==> src/rtl/clkpd_pkg.sv <==
package clkpd_pkg;
  localparam int NGRP = 6;
  localparam int G_PCI = 0;
  localparam int G_B02 = 1;
  localparam int G_B1  = 2;
  localparam int G_CPU = 3;
  localparam int G_48  = 4;
  localparam int G_REF = 5;

  typedef enum logic [3:0] {
    S_RUN      = 4'd0,
    S_STP_PCI  = 4'd1,
    S_STP_BUF  = 4'd2,
    S_STP_CPU  = 4'd3,
    S_STP_48   = 4'd4,
    S_STP_REF  = 4'd5,
    S_OFF      = 4'd6,
    S_LOCK     = 4'd7,
    S_REL_CPU  = 4'd8,
    S_HOLD     = 4'd9,
    S_REL_BUF  = 4'd10,
    S_REL_PCI  = 4'd11,
    S_REL_SLOW = 4'd12
  } seq_e;

  // groups newly parked on entering a state
  function automatic logic [NGRP-1:0] park_bits(seq_e s);
    logic [NGRP-1:0] b;
    b = '0;
    case (s)
      S_STP_PCI: b[G_PCI] = 1'b1;
      S_STP_BUF: begin b[G_B02] = 1'b1; b[G_B1] = 1'b1; end
      S_STP_CPU: b[G_CPU] = 1'b1;
      S_STP_48:  b[G_48]  = 1'b1;
      S_STP_REF: b[G_REF] = 1'b1;
      default:   b = '0;
    endcase
    return b;
  endfunction

  // groups newly released on entering a state
  function automatic logic [NGRP-1:0] free_bits(seq_e s);
    logic [NGRP-1:0] b;
    b = '0;
    case (s)
      S_REL_CPU:  begin b[G_CPU] = 1'b1; b[G_B1] = 1'b1; end
      S_REL_BUF:  b[G_B02] = 1'b1;
      S_REL_PCI:  b[G_PCI] = 1'b1;
      S_REL_SLOW: begin b[G_48] = 1'b1; b[G_REF] = 1'b1; end
      default:    b = '0;
    endcase
    return b;
  endfunction
endpackage

==> src/rtl/clkpd_filt.sv <==
module clkpd_filt (
  input  logic clk_i,
  input  logic rst_ni,
  input  logic pd_n_i,
  output logic pd_o
);
  logic smp_q, pd_q;

  always_ff @(posedge clk_i or negedge rst_ni) begin
    if (!rst_ni) begin
      smp_q <= 1'b1;
      pd_q  <= 1'b0;
    end else begin
      smp_q <= pd_n_i;
      if (!pd_n_i && !smp_q)     pd_q <= 1'b1;
      else if (pd_n_i && smp_q)  pd_q <= 1'b0;
    end
  end

  assign pd_o = pd_q;

  a_r1_enter_two_low: assert property (@(posedge clk_i) disable iff (!rst_ni)
    $rose(pd_q) |-> (!$past(pd_n_i) && !$past(pd_n_i, 2)));
  a_r1_exit_two_high: assert property (@(posedge clk_i) disable iff (!rst_ni)
    $fell(pd_q) |-> ($past(pd_n_i) && $past(pd_n_i, 2)));
endmodule

==> src/rtl/clkpd_gate.sv <==
module clkpd_gate (
  input  logic clk_i,
  input  logic rst_ni,
  input  logic gclk_i,
  input  logic park_i,
  output logic run_o
);
  logic gclk_q, run_q;

  always_ff @(posedge clk_i or negedge rst_ni) begin
    if (!rst_ni) begin
      gclk_q <= 1'b0;
      run_q  <= 1'b0;
    end else begin
      gclk_q <= gclk_i;
      // park on a falling edge, resume only in the low phase
      if (run_q && park_i && gclk_q && !gclk_i)  run_q <= 1'b0;
      else if (!run_q && !park_i && !gclk_i)     run_q <= 1'b1;
    end
  end

  assign run_o = run_q;

  a_r3_park_on_fall: assert property (@(posedge clk_i) disable iff (!rst_ni)
    $fell(run_q) |-> ($past(gclk_q) && !$past(gclk_i)));
  a_r3_resume_low: assert property (@(posedge clk_i) disable iff (!rst_ni)
    $rose(run_q) |-> !$past(gclk_i));
endmodule

==> src/rtl/clkpd_hold.sv <==
module clkpd_hold #(
  parameter int TICKS = 1000
) (
  input  logic clk_i,
  input  logic rst_ni,
  input  logic en_i,
  input  logic tick_i,
  output logic done_o
);
  localparam int CW = $clog2(TICKS + 1);
  localparam logic [CW-1:0] LAST = CW'(TICKS);

  logic [CW-1:0] cnt_q;

  always_ff @(posedge clk_i or negedge rst_ni) begin
    if (!rst_ni)                      cnt_q <= '0;
    else if (!en_i)                   cnt_q <= '0;
    else if (tick_i && cnt_q != LAST) cnt_q <= cnt_q + 1'b1;
  end

  assign done_o = (cnt_q == LAST);

  a_r7_cnt_bound: assert property (@(posedge clk_i) disable iff (!rst_ni)
    cnt_q <= LAST);
  a_r7_cnt_step: assert property (@(posedge clk_i) disable iff (!rst_ni)
    (en_i && !tick_i) |=> (cnt_q == $past(cnt_q)) || !$past(en_i));
endmodule

==> src/rtl/clk_pd_seq.sv <==
module clk_pd_seq
  import clkpd_pkg::*;
#(
  parameter int HOLD_TICKS = 1000,
  parameter int REF_KHZ    = 14318
) (
  input  logic            clk_i,
  input  logic            rst_ni,
  input  logic            pd_n_i,
  input  logic            ref_tick_i,
  input  logic            lock_i,
  input  logic [NGRP-1:0] grp_clk_i,
  output logic [NGRP-1:0] grp_run_o,
  output logic            cpu_park_o,
  output logic            osc_en_o,
  output logic            pll_en_o,
  output logic            busy_o,
  output logic [3:0]      state_o
);
  // holdoff window 30..400 us, in units of ticks*1000/kHz
  localparam longint HOLD_NUM = longint'(HOLD_TICKS) * 1000;
  localparam bit HOLD_OK = (HOLD_NUM > 30 * longint'(REF_KHZ)) &&
                           (HOLD_NUM < 400 * longint'(REF_KHZ));

  if (!HOLD_OK) begin : g_bad_holdoff
    initial $fatal(1, "holdoff outside 30..400 us");
  end

  seq_e            state_q, state_n;
  logic [NGRP-1:0] park_q, park_n;
  logic [NGRP-1:0] run;
  logic            pd, hold_done, settled;

  clkpd_filt u_filt (
    .clk_i  (clk_i),
    .rst_ni (rst_ni),
    .pd_n_i (pd_n_i),
    .pd_o   (pd)
  );

  for (genvar g = 0; g < NGRP; g++) begin : g_gate
    clkpd_gate u_gate (
      .clk_i  (clk_i),
      .rst_ni (rst_ni),
      .gclk_i (grp_clk_i[g]),
      .park_i (park_q[g]),
      .run_o  (run[g])
    );
  end

  clkpd_hold #(.TICKS(HOLD_TICKS)) u_hold (
    .clk_i  (clk_i),
    .rst_ni (rst_ni),
    .en_i   (state_q == S_HOLD),
    .tick_i (ref_tick_i),
    .done_o (hold_done)
  );

  // every gate has reached what is requested of it
  assign settled = (run == ~park_q);

  always_comb begin
    state_n = state_q;
    case (state_q)
      S_RUN:      if (pd) state_n = S_STP_PCI;
      S_STP_PCI:  if (settled) state_n = S_STP_BUF;
      S_STP_BUF:  if (settled) state_n = S_STP_CPU;
      S_STP_CPU:  if (settled) state_n = S_STP_48;
      S_STP_48:   if (settled) state_n = S_STP_REF;
      S_STP_REF:  if (settled) state_n = S_OFF;
      S_OFF:      if (!pd) state_n = S_LOCK;
      S_LOCK:     if (pd) state_n = S_STP_PCI;
                  else if (lock_i) state_n = S_REL_CPU;
      S_REL_CPU:  if (pd) state_n = S_STP_PCI;
                  else if (settled) state_n = S_HOLD;
      S_HOLD:     if (pd) state_n = S_STP_PCI;
                  else if (hold_done) state_n = S_REL_BUF;
      S_REL_BUF:  if (pd) state_n = S_STP_PCI;
                  else if (settled) state_n = S_REL_PCI;
      S_REL_PCI:  if (pd) state_n = S_STP_PCI;
                  else if (settled) state_n = S_REL_SLOW;
      S_REL_SLOW: if (pd) state_n = S_STP_PCI;
                  else if (settled) state_n = S_RUN;
      default:    state_n = S_LOCK;
    endcase
    // park requests are sticky across an abort
    park_n = (park_q | park_bits(state_n)) & ~free_bits(state_n);
  end

  always_ff @(posedge clk_i or negedge rst_ni) begin
    if (!rst_ni) begin
      state_q <= S_LOCK;
      park_q  <= '1;
    end else begin
      state_q <= state_n;
      park_q  <= park_n;
    end
  end

  assign grp_run_o  = run;
  assign cpu_park_o = ~run[G_CPU];
  assign osc_en_o   = (state_q != S_OFF);
  assign pll_en_o   = (state_q != S_OFF);
  assign busy_o     = (state_q != S_RUN);
  assign state_o    = state_q;

  a_r5_dark_when_off: assert property (@(posedge clk_i) disable iff (!rst_ni)
    !osc_en_o |-> (grp_run_o == '0));
  a_r6_cpu_from_release: assert property (@(posedge clk_i) disable iff (!rst_ni)
    $rose(grp_run_o[G_CPU]) |-> ($past(state_q) == S_REL_CPU));
  a_r6_early_pair_first: assert property (@(posedge clk_i) disable iff (!rst_ni)
    grp_run_o[G_B02] |-> (grp_run_o[G_B1] && grp_run_o[G_CPU]));
  a_r8_pci_after_buf: assert property (@(posedge clk_i) disable iff (!rst_ni)
    grp_run_o[G_PCI] |-> grp_run_o[G_B02]);
  a_r11_idle_all_run: assert property (@(posedge clk_i) disable iff (!rst_ni)
    !busy_o |-> ((&grp_run_o) && osc_en_o));
endmodule

==> config.mk <==
export PLATFORM = sky130hd
export DESIGN_NAME = clk_pd_seq
export DESIGN_NICKNAME = d
export VERILOG_FILES = /design/src/rtl/clkpd_pkg.sv /design/src/rtl/clkpd_filt.sv /design/src/rtl/clkpd_gate.sv /design/src/rtl/clkpd_hold.sv /design/src/rtl/clk_pd_seq.sv
export SDC_FILE = /design/constraint.sdc
export NUM_CORES = 1
export LEC_CHECK = 0
export ABC_AREA = 1
export BUFFER_PORTS_ARGS = -buffer_cell sky130_fd_sc_hd__buf_2
export CORE_ASPECT_RATIO = 1.75
export CORE_UTILIZATION = 45
export CTS_BUF_LIST = sky130_fd_sc_hd__clkbuf_8
export CTS_CLUSTER_SIZE = 25
export DETAILED_ROUTE_END_ITERATION = 12
export SYNTH_ARGS = -nofsm -noshare
export SYNTH_HDL_FRONTEND = slang
export SYNTH_SLANG_ARGS = --single-unit
==> constraint.sdc <==
create_clock -name clk_i -period 4.61 [get_ports clk_i]
set_input_delay 1.1525 -clock clk_i [delete_from_list [all_inputs] [get_ports clk_i]]
set_output_delay 1.1525 -clock clk_i [all_outputs]
set_load 0.005 [all_outputs]
### Yosys cells after proc, flatten, opt, wreduce, memory -nomap -nowiden

Cells that the tools add are included.

* bits in registers: 34
* latch bits: 0
* bits in writable memories: 0
* ROM bits: 0
* output and inout bits: 14
* memories: 0

* add/subtract/negate cells: 1
* multipliers: 0
* div/mod/pow operators: 0
* magnitude comparators: 0
* eq/ne operators: 26
* shift operators: 0
* mux-type cells: 45
* bitwise operators: 5
* reduce and logical (&&, ||, !) cells: 62

Operator list (count)
* $mux W4: 19
* $pmux W4 S13: 1
* $eq A4 B4 Y1 const B: 9
* $logic_and A1 B1 Y1: 33
* $eq A4 B3 Y1 const B: 6
* $logic_not A1 Y1: 20
* $mux W1: 20
* $mux W10: 2
* $eq A4 B2 Y1 const B: 4
* $reduce_bool A2 Y1: 7
* $not A6 Y6: 2
* $add A10 B1 Y10 const B: 1
* $eq A10 B10 Y1 const B: 1
* $ne A10 B10 Y1 const B: 1
* $eq A4 B1 Y1 const B: 2
* $and A6 B6 Y6: 1
* $eq A6 B6 Y1: 1
* $mux W2: 3
* $or A6 B6 Y6: 1
* $logic_not A4 Y1: 1
* $ne A4 B3 Y1 const B: 1
* $reduce_bool A4 Y1: 1
* $ne A2 B2 Y1 const B: 1
* $not A1 Y1: 1

### Logic depth before layout (Yosys ltp)

Gate-level depths: netlist of the first run.

* depth in word-level cells: 9
* mapped depth: 16
* gate-level depth less buffers: 15

### Hierarchy

A second synthesis of the first run with hierarchy kept.

* cell total of the unflattened synthesis: 296
* area, all modules: 2104.5 um^2

Modules (own cells, without submodules)
* clk_pd_seq: instances 1, cells each 156, area each 938.4 um^2, sequential area each 261.5 um^2
* clkpd_hold: instances 1, cells each 89, area each 651.9 um^2, sequential area each 250.2 um^2
* clkpd_gate: instances 6, cells each 7, area each 71.3 um^2, sequential area each 50.0 um^2
* clkpd_filt: instances 1, cells each 9, area each 86.3 um^2, sequential area each 51.3 um^2

### Least setup slack after synthesis of the first run

Ideal clock, no wire load.

* kind: reg-to-output
* start point: register state_q[2] (netlist: state_o[2])
* end point: output port pll_en_o
* arrival: 1.117 ns
* slack: 2.341 ns
* cell stages (with the launch flop): 5
* path through: dfstp_2 inv_2 nor2_1 nand3_1 buf_4

* cells in the longest elaborated chain, start to end: 1

Ends and longest elaborated chain
* start, declared: line clk_pd_seq.sv:29 `seq_e state_q, state_n;`
* start signal, assigned: line clk_pd_seq.sv:95 `state_q <= state_n;`
* $ne A4 B3 Y1
* end, declared: line clk_pd_seq.sv:16 `output logic pll_en_o,`

Every way passes these cells.

### Final worst setup path of the first run

* start point: register state_q[2] (netlist: state_o[2])
* end point: output port pll_en_o

* cells in the longest elaborated chain, start to end: 1

Ends and longest elaborated chain
* $ne A4 B3 Y1: line clk_pd_seq.sv:103 `assign pll_en_o = (state_q != S_OFF);`

Every way passes these cells.

==> results of run 1 <==
==> flip-flops by register name, indices dropped and copies added, names as in the netlist <==
signal                cells
state_o                   4
u_filt.pd_o               1
g_gate.u_gate.run_o       6
park_q                    6
u_hold.cnt_q             10
u_filt.smp_q              1
g_gate.u_gate.gclk_q      6
==> worst max-delay path by stage <==
stage / endpoint / slack, ps / depth (start not counted)
2_1_floorplan: pll_en_o / 2340 / 4
3_3_place_gp: pll_en_o / 2260 / 4
3_5_place_dp: osc_en_o / 2270 / 4
4_1_cts: osc_en_o / 1940 / 4
5_1_grt: osc_en_o / 1880 / 4
6_report: pll_en_o / 1960 / 4
==> metal layers <==
metal  track usage  routed length (µm)  up-vias
li1              -                   -      940
met1         0.193                1690      829
met2         0.394                2630       31
met3        0.0336                 118       16
met4         0.117                 194        0
met5             0                   0        -
==> synthesized netlist by cell type <==
master    number
nand2_1       63
inv_1         47
nor2_1        25
dfrtp_1       24
o21ai_0       22
nand3_1       16
ha_1          15
a21oi_1       11
dfstp_2       10
buf_4          9
nand2_2        7
nand4_1        5
nor2_2         5
inv_2          4
nand3_2        4
nor2_4         3
nand2_4        2
o21ai_1        2
a21oi_2        1
a21oi_4        1
buf_6          1
clkbuf_8       1
clkinv_1       1
inv_4          1
nand2b_4       1
nand3_4        1
nand3b_4       1
nand4_2        1
nor3_1         1
nor3_4         1
o221ai_1       1
o31ai_1        1
==> where the power goes <==
group / total, mW / switching [mW] / internal (mW)
Combinational: 0.746 / 0.480 / 0.266
Clock: 0.235 / 0.115 / 0.120
Sequential: 0.443 / 0.0682 / 0.374
Total: 1.42 / 0.663 / 0.761
==> stage by stage <==
| stage | worst slack [ps] | total power [mW] | util | cells |
|---|---|---|---|---|
| 2_1_floorplan | 2340 | 1.06 | - | 288 |
| 3_3_place_gp | 2260 | 1.19 | 0.495 | 353 |
| 3_5_place_dp | 2270 | 1.20 | 0.495 | 353 |
| 4_1_cts | 1940 | 1.44 | 0.515 | 361 |
| 5_1_grt | 1880 | 1.55 | 0.515 | 361 |
| 6_report | 1960 | 1.42 | 0.515 | 361 |
==> worst max-delay path, cell delays in order (launching register included) <==
cell and delay (ps):
dfstp_2 620, inv_2 80, nor2_1 250, nand3_1 120, buf_2 150
==> area by class of cell <==
cell class | instances | area (µm²) | share of cell area
clock buffer | 6 | 82.6 | 0.0337
clock inverter | 2 | 12.5 | 0.00511
inverter | 53 | 201 | 0.0823
multi-input combinational | 190 | 1100 | 0.450
sequential | 34 | 863 | 0.353
tap | 52 | 65.1 | 0.0266
timing repair buffer | 24 | 120 | 0.0491
==> logic make-up after synthesis <==
logic type | count (synthesis)
adder cells (fa/ha/maj) | 15
buffers and inverters | 64
flip-flops | 34
AO/OA/AOI/OAI | 39
AND/OR/NAND/NOR | 136
==> out/results.ini, run 1 <==
[cts]
worst_setup_hold_path_clk_slew_ps = 70
post-cts-setup-buffers = 0
cts_inserted_buffers = 5
ctsHoldBuffers = 0
ctsLongestPathBuffers = 2
ctsResizeCount = 0
tritoncts = built
cts.htree.levels = 2
cts-root-buf = clkbuf_8
clock_sinks = 34
clk_latency_ps = 290

[flow_run]
drv_cap = 0

[worst_hold_path]
hold-path-endpoint = park_q[5]$_DFF_PN1_
hold_path_startpoint = park_q[5]$_DFF_PN1_
hold_path_depth = 2
timing.hold.worst.class = flip-flop to flip-flop

[timing]
timing_max_transition_violations_final = 0
grt_setup_unrepaired = false
relSlewSlack = 0.486
finalCritPeriodShare = 0.576
max_freq_mhz = 377
setup_violations = 0
totalNegativeSetupSlack_ps = 0
worst_clock_skew_ps = 5.70
timing.hold.ws_ps = 502
report.final.hold_viol_count = 0
worstMarginPinSlew_ps = 771
final_period_minus_worst_setup_slack_ps = 2650

[place]
placedInstanceArea_um2 = 2350
place_congestion = 0.884
place.detailed.hpwl_um = 3640
numPortBuffers = 24

[setup_path]
rr_endpoint = park_q[4]$_DFF_PN1_
startpoint_of_the_worst_setup_timing_path = state_o[2]$_DFF_PN1_
worst-path-max-fanout = 6
setup.reg_to_reg.worst_slack_ps = 2310
worst-r2r-cell-count = 11
timing.critical_path.required_ps = 3460
worst-endpoint-arrival_ps = 1500
class_of_the_most_critical_setup_path = flip-flop to primary output
timing.critical_path.to_type = primary output
reg2reg_from = park_q[2]$_DFF_PN1_
startpoint_type = flip-flop

[synthesis]
synth_xor_xnor_area_share = 0
synth_compound_area_frac = 0.0958
syn_area_per_cell_um2 = 7.85
syn-num-nets = 314
post_synth_and_or_nand_nor_area_fraction = 0.309
synth.top_cells.by_area = dfrtp_1 (27%), dfstp_2 (12%), nand2_1 (10%)
synth_fa_ha_area_frac = 0.0831
synth.largest_area_cell = dfrtp_1
synth_cells = 288
synth.cell_area_um2 = 2260
yosys_warning_total = 0
share_of_cell_area_taken_by_muxes_after_synthesis = 0
yosysSeqAreaShare = 0.382
combinational_family_with_the_most_area_after_synthesis = simple AND/OR/NAND/NOR gates
synth_cell_type_count = 32
synth-seq-cells = 34
synth.top_cell.area_share = 0.266

[final_layout]
fin_area_um2 = 2450
most-common-layout-cells = nand2_1 (63), inv_1 (47), nor2_1 (25)
final_layout_size_suffix_gt1_frac = 0.243
flow.area_growth_from_synthesis_pct = 8.31
layout.cells.most_common = nand2_1
nNetsFinal = 334
n_antenna_cell = 0
fillCellCount = 493

[floorplan]
die_h_um = 95.7
coreArea_um2 = 4750
placement_rows = 33
design.die.area_um2 = 5320
die_width_um = 55.6
i_o_pin_count = 25
initial_utilization = 0.476

[routing]
drt-wirelength-per-cell_um = 12.8
detailedRoute.firstPassIterationCount = 4
viasPerCell = 5.03
final_antenna_net_count = 0
drc_errors = 0
dr.first_iter.drc_count = 46
route.vias.total = 1816
totalWireLength_um = 4630

[global_route]
antenna_found_initial = 0
pin_count_of_the_biggest_net_entering_global_routing = 35
globalRouteOverflowTotal = 0
grt_pass1_vias = 1899
groute.usage.overall = 0.200
grt_pass1_wl_um = 8160

[pwr]
pwr_density_cell_nw_per_um2 = 582
cellLeakagePower_nw = 1.22
peakVddDrop_v = 0.000273

[outcome]
outcome = complete, no violations

Note: power is estimated with default switching activity, not from simulation.
==> run 2, diff against run 1 <==
--- a/config.mk
+++ b/config.mk
@@ -5,7 +5,7 @@
 export SDC_FILE = /design/constraint.sdc
 export NUM_CORES = 1
 export LEC_CHECK = 0
-export ABC_AREA = 1
+export ABC_AREA = 0
 export BUFFER_PORTS_ARGS = -buffer_cell sky130_fd_sc_hd__buf_2
 export CORE_ASPECT_RATIO = 1.75
 export CORE_UTILIZATION = 45
==> constraint.sdc (replaced) <==
create_clock -name clk_i -period 2.6 [get_ports clk_i]
set_input_delay 0.65 -clock clk_i [delete_from_list [all_inputs] [get_ports clk_i]]
set_output_delay 0.65 -clock clk_i [all_outputs]
set_load 0.005 [all_outputs]
==> run 2 against run 1 <==
Effect of this change:
- global-route usage increased by 1.4 points
- final cell count decreased by 17%
- synthesized cell count decreased by 22%
- total power increased by 82%
- combinational power increased by 61%
- die area decreased by 6.4%
- area after synthesis decreased by 6.6%
- final area decreased by 1.8%
- utilization increased by 2.5 points
- clock power increased to 2.5 times the previous value
- critical endpoint is now park_q[3]$_DFF_PN1_
- largest cell class unchanged
==> out/results.ini, run 2 <==
[timing]
max_freq_mhz = 396
finalCritPeriodShare = 0.971
final_critical_path_setup_slack_ps = 75.8
final_period_minus_worst_setup_slack_ps = 2520
setup_violations = 0
worst_clock_skew_ps = 11.8
timing_max_transition_violations_final = 0
worstMarginPinSlew_ps = 752
report.final.hold_viol_count = 0
totalNegativeSetupSlack_ps = 0
relSlewSlack = 0.499

[synthesis]
synth_cells = 226
yosys_warning_total = 0
asyncSetResetFlopFracSynth = 1.00
synth-seq-cells = 34
syn-num-nets = 252
synth.top_cells.by_area = dfrtp_1 (28%), dfstp_2 (12%), ha_1 (8.9%)
synth.cell_area_um2 = 2110
synth.top_cell.area_share = 0.285
synth.largest_area_cell = dfrtp_1
yosysSeqAreaShare = 0.409
syn_area_per_cell_um2 = 9.34
post-synth-top-count-cell = inv_1
synth.cells.most_frequent = inv_1 (26), dfrtp_1 (24), ha_1 (15), nand2_1 (15), nor2_1 (15)
synth_cell_type_count = 54
number_of_synthesized_flops_with_an_enable_pin = 0
synth-main-ff-cell = dfrtp_1

[cts]
clock_sinks = 34
clk_latency_ps = 290
cts-root-buf = clkbuf_8
cts_inserted_buffers = 5
tritoncts = built
worst_setup_hold_path_clk_slew_ps = 80
ctsLongestPathBuffers = 2
cts.htree.levels = 2

[routing]
dr.first_iter.drc_count = 31
detailedRoute.firstPassIterationCount = 4
route.vias.total = 1716
viasPerCell = 5.72
final_antenna_net_count = 0
drc_errors = 0
drt-wirelength-per-cell_um = 15.4
totalWireLength_um = 4610

[setup_path]
setup.reg_to_reg.worst_slack_ps = 80
worst-path-max-fanout = 7
timing.critical_path.required_ps = 2840
cpPeakStageDelay_ps = 560
startpoint_type = flip-flop
timing.critical_path.to_type = flip-flop
critical_path.n_buffers_inverters = 1
worst-endpoint-arrival_ps = 2760
worstPathCellList = inv_1 -> ha_1 -> nand4_4 -> or4_1 -> a31oi_1 -> a2111o_2 -> nor3b_4 -> a21o_1
class_of_the_most_critical_setup_path = flip-flop to flip-flop
cpLargestDelayFamily = simple AND/OR/NAND/NOR gates
slowest_stage = dfstp_2

[final_layout]
n_antenna_cell = 0
nNetsFinal = 274
top_register_by_number_of_flip_flops = u_hold.cnt_q
most-common-layout-cells = inv_1 (26), dfrtp_1 (24), buf_2 (24)
stdcell_count = 300
flow.area_growth_from_synthesis_pct = 13.8
fillCellCount = 424
fin_area_um2 = 2400
final_layout_size_suffix_gt1_frac = 0.245
layout.cells.most_common = inv_1
largest_register_ffs = 10

[floorplan]
placement_rows = 32
i_o_pin_count = 25
die_width_um = 53.8
initial_utilization = 0.475
die_h_um = 92.6
coreArea_um2 = 4440
design.die.area_um2 = 4980

[place]
placedInstanceArea_um2 = 2240
numPortBuffers = 24
dp_cells = 291
detailedPlace.worstSlack_ps = 82.1
place_congestion = 0.957
place.detailed.hpwl_um = 3370

[pwr]
pwr-share-seq = 0.311
power.combinational.fraction = 0.462
internal_power_mw = 1.58
peakVddDrop_v = 0.000822
clock_power_share = 0.227
netSwitchingPower_mw = 1.01
pwr_density_cell_nw_per_um2 = 1080
finalPower_mw = 2.59
cellLeakagePower_nw = 1.07
power.switching_fraction = 0.389

[global_route]
grt_pass1_vias = 1670
grt_pass1_wl_um = 7520
antenna_found_initial = 0
groute.usage.overall = 0.214
globalRouteOverflowTotal = 0
pin_count_of_the_biggest_net_entering_global_routing = 35

[worst_hold_path]
timing.hold.worst.class = input pin to async pin

[outcome]
outcome = complete, no violations

[flow_run]
drv_cap = 0

## run 2: cell types whose count changed in the layout (fill, tap and decap cells not counted), moves of 6 or more
cell and delta:
a31oi_1 +8, buf_4 +6, inv_1 -21, nand2_1 -48, nand2_2 -7, nand3_1 -9
nor2_1 -10, o21ai_0 -18
## run 2: power by group through the flow
stage	sequential (mW)	clock, mW	combinational (mW)
floorplan	0.740	0	0.871
global placement	0.813	0	1.06
detailed placement	0.815	0	1.07
CTS	0.807	0.611	1.08
global route	0.828	0.630	1.33
finish	0.806	0.590	1.20
## run 2: worst register-to-register path: stages (launching register included)
cell	delay [ps]
dfstp_2	560
inv_1	50
ha_1	330
nand4_4	170
or4_1	500
a31oi_1	260
a2111o_2	230
nor3b_4	230
a21o_1	140
## run 2: cell type report
type                            count  area, µm²  share of cell area
Tap cell                           51       63.8              0.0266
Sequential cell                    34        863               0.359
Multi-Input combinational cell    150       1070               0.446
Clock buffer                        5       68.8              0.0286
Timing Repair Buffer               30        165              0.0687
Inverter                           27        101              0.0422
Clock inverter                      3       68.8              0.0286
## run 2: repair_timing
item                                   in CTS  in global routing
setup endpoints to repair                   0                  4
hold buffers                                0                  0
endpoints found under the hold margin       0                  0
setup buffers                               0                  1
gates resized for setup                     0                  4
## run 2: metal layers
metal / wire length, µm / track usage / vias to the layer above
li1: - / - / 826
met1: 1740 / 0.218 / 827
met2: 2540 / 0.371 / 47
met3: 141 / 0.0509 / 16
met4: 190 / 0.125 / 0
met5: 0 / 0 / -
## run 2: stage by stage
stage	util	hold WS, ps
5_1_grt	0.541	443
2_1_floorplan	-	354
3_5_place_dp	0.503	436
6_report	0.541	413
4_1_cts	0.534	436
3_3_place_gp	0.503	419
## run 2: cell families (layout without fill, tap and decap cells)
group,after synthesis,in the layout,synth area share
simple gates,79,79,0.219
compound gates,46,46,0.146
buf+inv,42,65,0.0931
flops,34,34,0.409
fa+ha+maj,15,15,0.0889
xor+xnor,8,8,0.0332
mux,2,2,0.0101
## run 2: worst paths after layout
| check | start | to | cells after the start |
|---|---|---|---|
| hold reg to reg | g_gate[5].u_gate.gclk_q$_DFF_PN0_ | g_gate[5].u_gate.run_o$_DFFE_PN0P_ | 1 |
| max in group asynchronous | rst_ni | g_gate[2].u_gate.run_o$_DFFE_PN0P_ | 1 |
| min in group clk_i | g_gate[5].u_gate.gclk_q$_DFF_PN0_ | g_gate[5].u_gate.run_o$_DFFE_PN0P_ | 1 |
| setup / recovery | park_q[3]$_DFF_PN1_ | park_q[3]$_DFF_PN1_ | 8 |
| hold / removal | rst_ni | g_gate[3].u_gate.gclk_q$_DFF_PN0_ | 1 |
| setup reg to reg | park_q[3]$_DFF_PN1_ | park_q[3]$_DFF_PN1_ | 8 |
==> run 3, diff against run 2 <==
--- a/config.mk
+++ b/config.mk
@@ -12,6 +12,7 @@
 export CTS_BUF_LIST = sky130_fd_sc_hd__clkbuf_8
 export CTS_CLUSTER_SIZE = 25
 export DETAILED_ROUTE_END_ITERATION = 12
+export RECOVER_POWER = 50
 export SYNTH_ARGS = -nofsm -noshare
 export SYNTH_HDL_FRONTEND = slang
 export SYNTH_SLANG_ARGS = --single-unit
==> run 3 against run 2 <==
Effect of this change:
- the run now ends with max-capacitance violations, max-slew violations left
- count of clock-buffer cells in the layout stayed put
- final cell count did not move
- worst hold slack improved by 26 ps
- sequential power is essentially flat
- flip-flop and latch count stayed put
- highest routed layer unchanged
- clock skew unchanged
- largest power group unchanged
- critical endpoint unchanged
==> out/results.ini, run 3 (synthesized netlist as in run 2, its figures left out) <==
[final_layout]
layout.cells.most_common = inv_1
flow.area_growth_from_synthesis_pct = 13.7
final_layout_size_suffix_gt1_frac = 0.237
top_register_by_number_of_flip_flops = u_hold.cnt_q
nNetsFinal = 274
most-common-layout-cells = inv_1 (26), dfrtp_1 (24), buf_2 (22)
fillCellCount = 424
n_antenna_cell = 0
largest_register_ffs = 10

[cts]
tritoncts = built
cts.htree.levels = 2
ctsLongestPathBuffers = 2
worst_setup_hold_path_clk_slew_ps = 70
clk_latency_ps = 290
cts_inserted_buffers = 5
cts-root-buf = clkbuf_8
clock_sinks = 34

[timing]
finalCritPeriodShare = 0.971
totalNegativeSetupSlack_ps = 0
final_critical_path_setup_slack_ps = 75.8
worst_clock_skew_ps = 11.8
timing_max_transition_violations_final = 35
worstMarginPinSlew_ps = 1800
final_period_minus_worst_setup_slack_ps = 2520
report.final.hold_viol_count = 0
setup_violations = 0
relSlewSlack = -0.202
max_freq_mhz = 396

[global_route]
pin_count_of_the_biggest_net_entering_global_routing = 35
met2_usage = 0.371
grt.met3_usage = 0.0509
grt_use_met1 = 0.218
antenna_found_initial = 0
groute.usage.overall = 0.214
globalRouteOverflowTotal = 0
grt_most_used_layer = met2
grt_pass1_wl_um = 7520
grt_pass1_vias = 1670

[setup_path]
rr_endpoint = park_q[3]$_DFF_PN1_
worst-endpoint-arrival_ps = 2760
slowest_stage = dfstp_2
cpLargestDelayFamily = simple AND/OR/NAND/NOR gates
critical_path.n_buffers_inverters = 1
worstPathCellList = inv_1 -> ha_1 -> nand4_4 -> or4_1 -> a31oi_1 -> a2111o_2 -> nor3b_4 -> a21o_1
worst-path-max-fanout = 7
setup.reg_to_reg.worst_slack_ps = 80
reg2reg_from = park_q[3]$_DFF_PN1_
timing.critical_path.to_type = flip-flop
class_of_the_most_critical_setup_path = flip-flop to flip-flop
startpoint_type = flip-flop
cpPeakStageDelay_ps = 560
timing.critical_path.required_ps = 2840
worst-r2r-cell-count = 8

[outcome]
outcome = finished with violations
failing_checks = max-capacitance violations, max-slew violations

[pwr]
pwr_density_cell_nw_per_um2 = 1080
power.combinational.fraction = 0.462
netSwitchingPower_mw = 1.01
clock_power_share = 0.228
cellLeakagePower_nw = 1.07
pwr-share-seq = 0.311
internal_power_mw = 1.58
peakVddDrop_v = 0.000822
power.switching_fraction = 0.389

[worst_hold_path]
hold-path-endpoint = g_gate[5].u_gate.run_o$_DFFE_PN0P_
hold_path_depth = 1
timing.hold.worst.class = flip-flop to flip-flop
hold_path_startpoint = g_gate[5].u_gate.gclk_q$_DFF_PN0_

[floorplan]
placement_rows = 32
initial_utilization = 0.475
die_h_um = 92.6
die_width_um = 53.8
design.die.area_um2 = 4980
i_o_pin_count = 25
coreArea_um2 = 4440

[routing]
route.vias.total = 1716
totalWireLength_um = 4610
drt-wirelength-per-cell_um = 15.4
viasPerCell = 5.72
dr.first_iter.drc_count = 31
drc_errors = 0
detailedRoute.firstPassIterationCount = 4
final_antenna_net_count = 0

[place]
detailedPlace.worstSlack_ps = 82.1
place.detailed.hpwl_um = 3370
numPortBuffers = 24
place_congestion = 0.957

[flow_run]
drv_cap = 1

run 3: cell count changes in the layout (fill, tap and decap cells not counted):
cell      change
clkbuf_1      +2
buf_2         -2
run 3: power by group through the flow:
| stage | sequential [mW] | combinational, mW | clock, mW |
|---|---|---|---|
| after floorplan | 0.740 | 0.871 | 0 |
| after global placement | 0.813 | 1.06 | 0 |
| after detailed placement | 0.815 | 1.07 | 0 |
| after CTS | 0.807 | 1.08 | 0.611 |
| after global routing | 0.828 | 1.33 | 0.630 |
| final | 0.806 | 1.20 | 0.590 |
run 3: metal layers:
layer  vias to the layer above  part of all wire
li1                        826                 -
met1                       827              0.38
met2                        47              0.55
met3                        16             0.031
met4                         0             0.041
met5                         -                 0
run 3: cell type report:
class / count / area [µm²] / share of cell area
repair buffers: 30 / 163 / 0.0678
multi-input cells: 150 / 1070 / 0.446
clock buffers: 5 / 68.8 / 0.0287
clock inverters: 3 / 68.8 / 0.0287
flip-flops and latches: 34 / 863 / 0.360
inverters: 27 / 101 / 0.0422
well taps: 51 / 63.8 / 0.0266
run 3: repair_timing:
action,CTS,global route
hold buffers,0,0
setup buffers,0,1
hold endpoints to repair,0,0
resized for setup,0,4
endpoints found under the setup margin,0,4
run 3: worst max-delay path by stage:
stage	from	end	slack (ps)	depth (start not counted)
after floorplan	park_q[1]$_DFF_PN1_	park_q[3]$_DFF_PN1_	310	8
after global placement	park_q[1]$_DFF_PN1_	park_q[1]$_DFF_PN1_	140	8
after detailed placement	park_q[3]$_DFF_PN1_	park_q[1]$_DFF_PN1_	80	8
after CTS	park_q[3]$_DFF_PN1_	park_q[1]$_DFF_PN1_	70	8
after global routing	park_q[3]$_DFF_PN1_	park_q[3]$_DFF_PN1_	-5	8
final	park_q[3]$_DFF_PN1_	park_q[3]$_DFF_PN1_	80	8
run 3: stage by stage:
stage / power (mW) / std cells / cell area (µm²) / hold slack (ps) / util
floorplan: 1.61 / 226 / 2110 / 354 / -
global placement: 1.88 / 291 / 2240 / 419 / 0.503
detailed placement: 1.89 / 291 / 2240 / 436 / 0.503
CTS: 2.50 / 299 / 2370 / 436 / 0.534
global route: 2.79 / 300 / 2400 / 443 / 0.540
finish: 2.59 / 300 / 2400 / 439 / 0.540
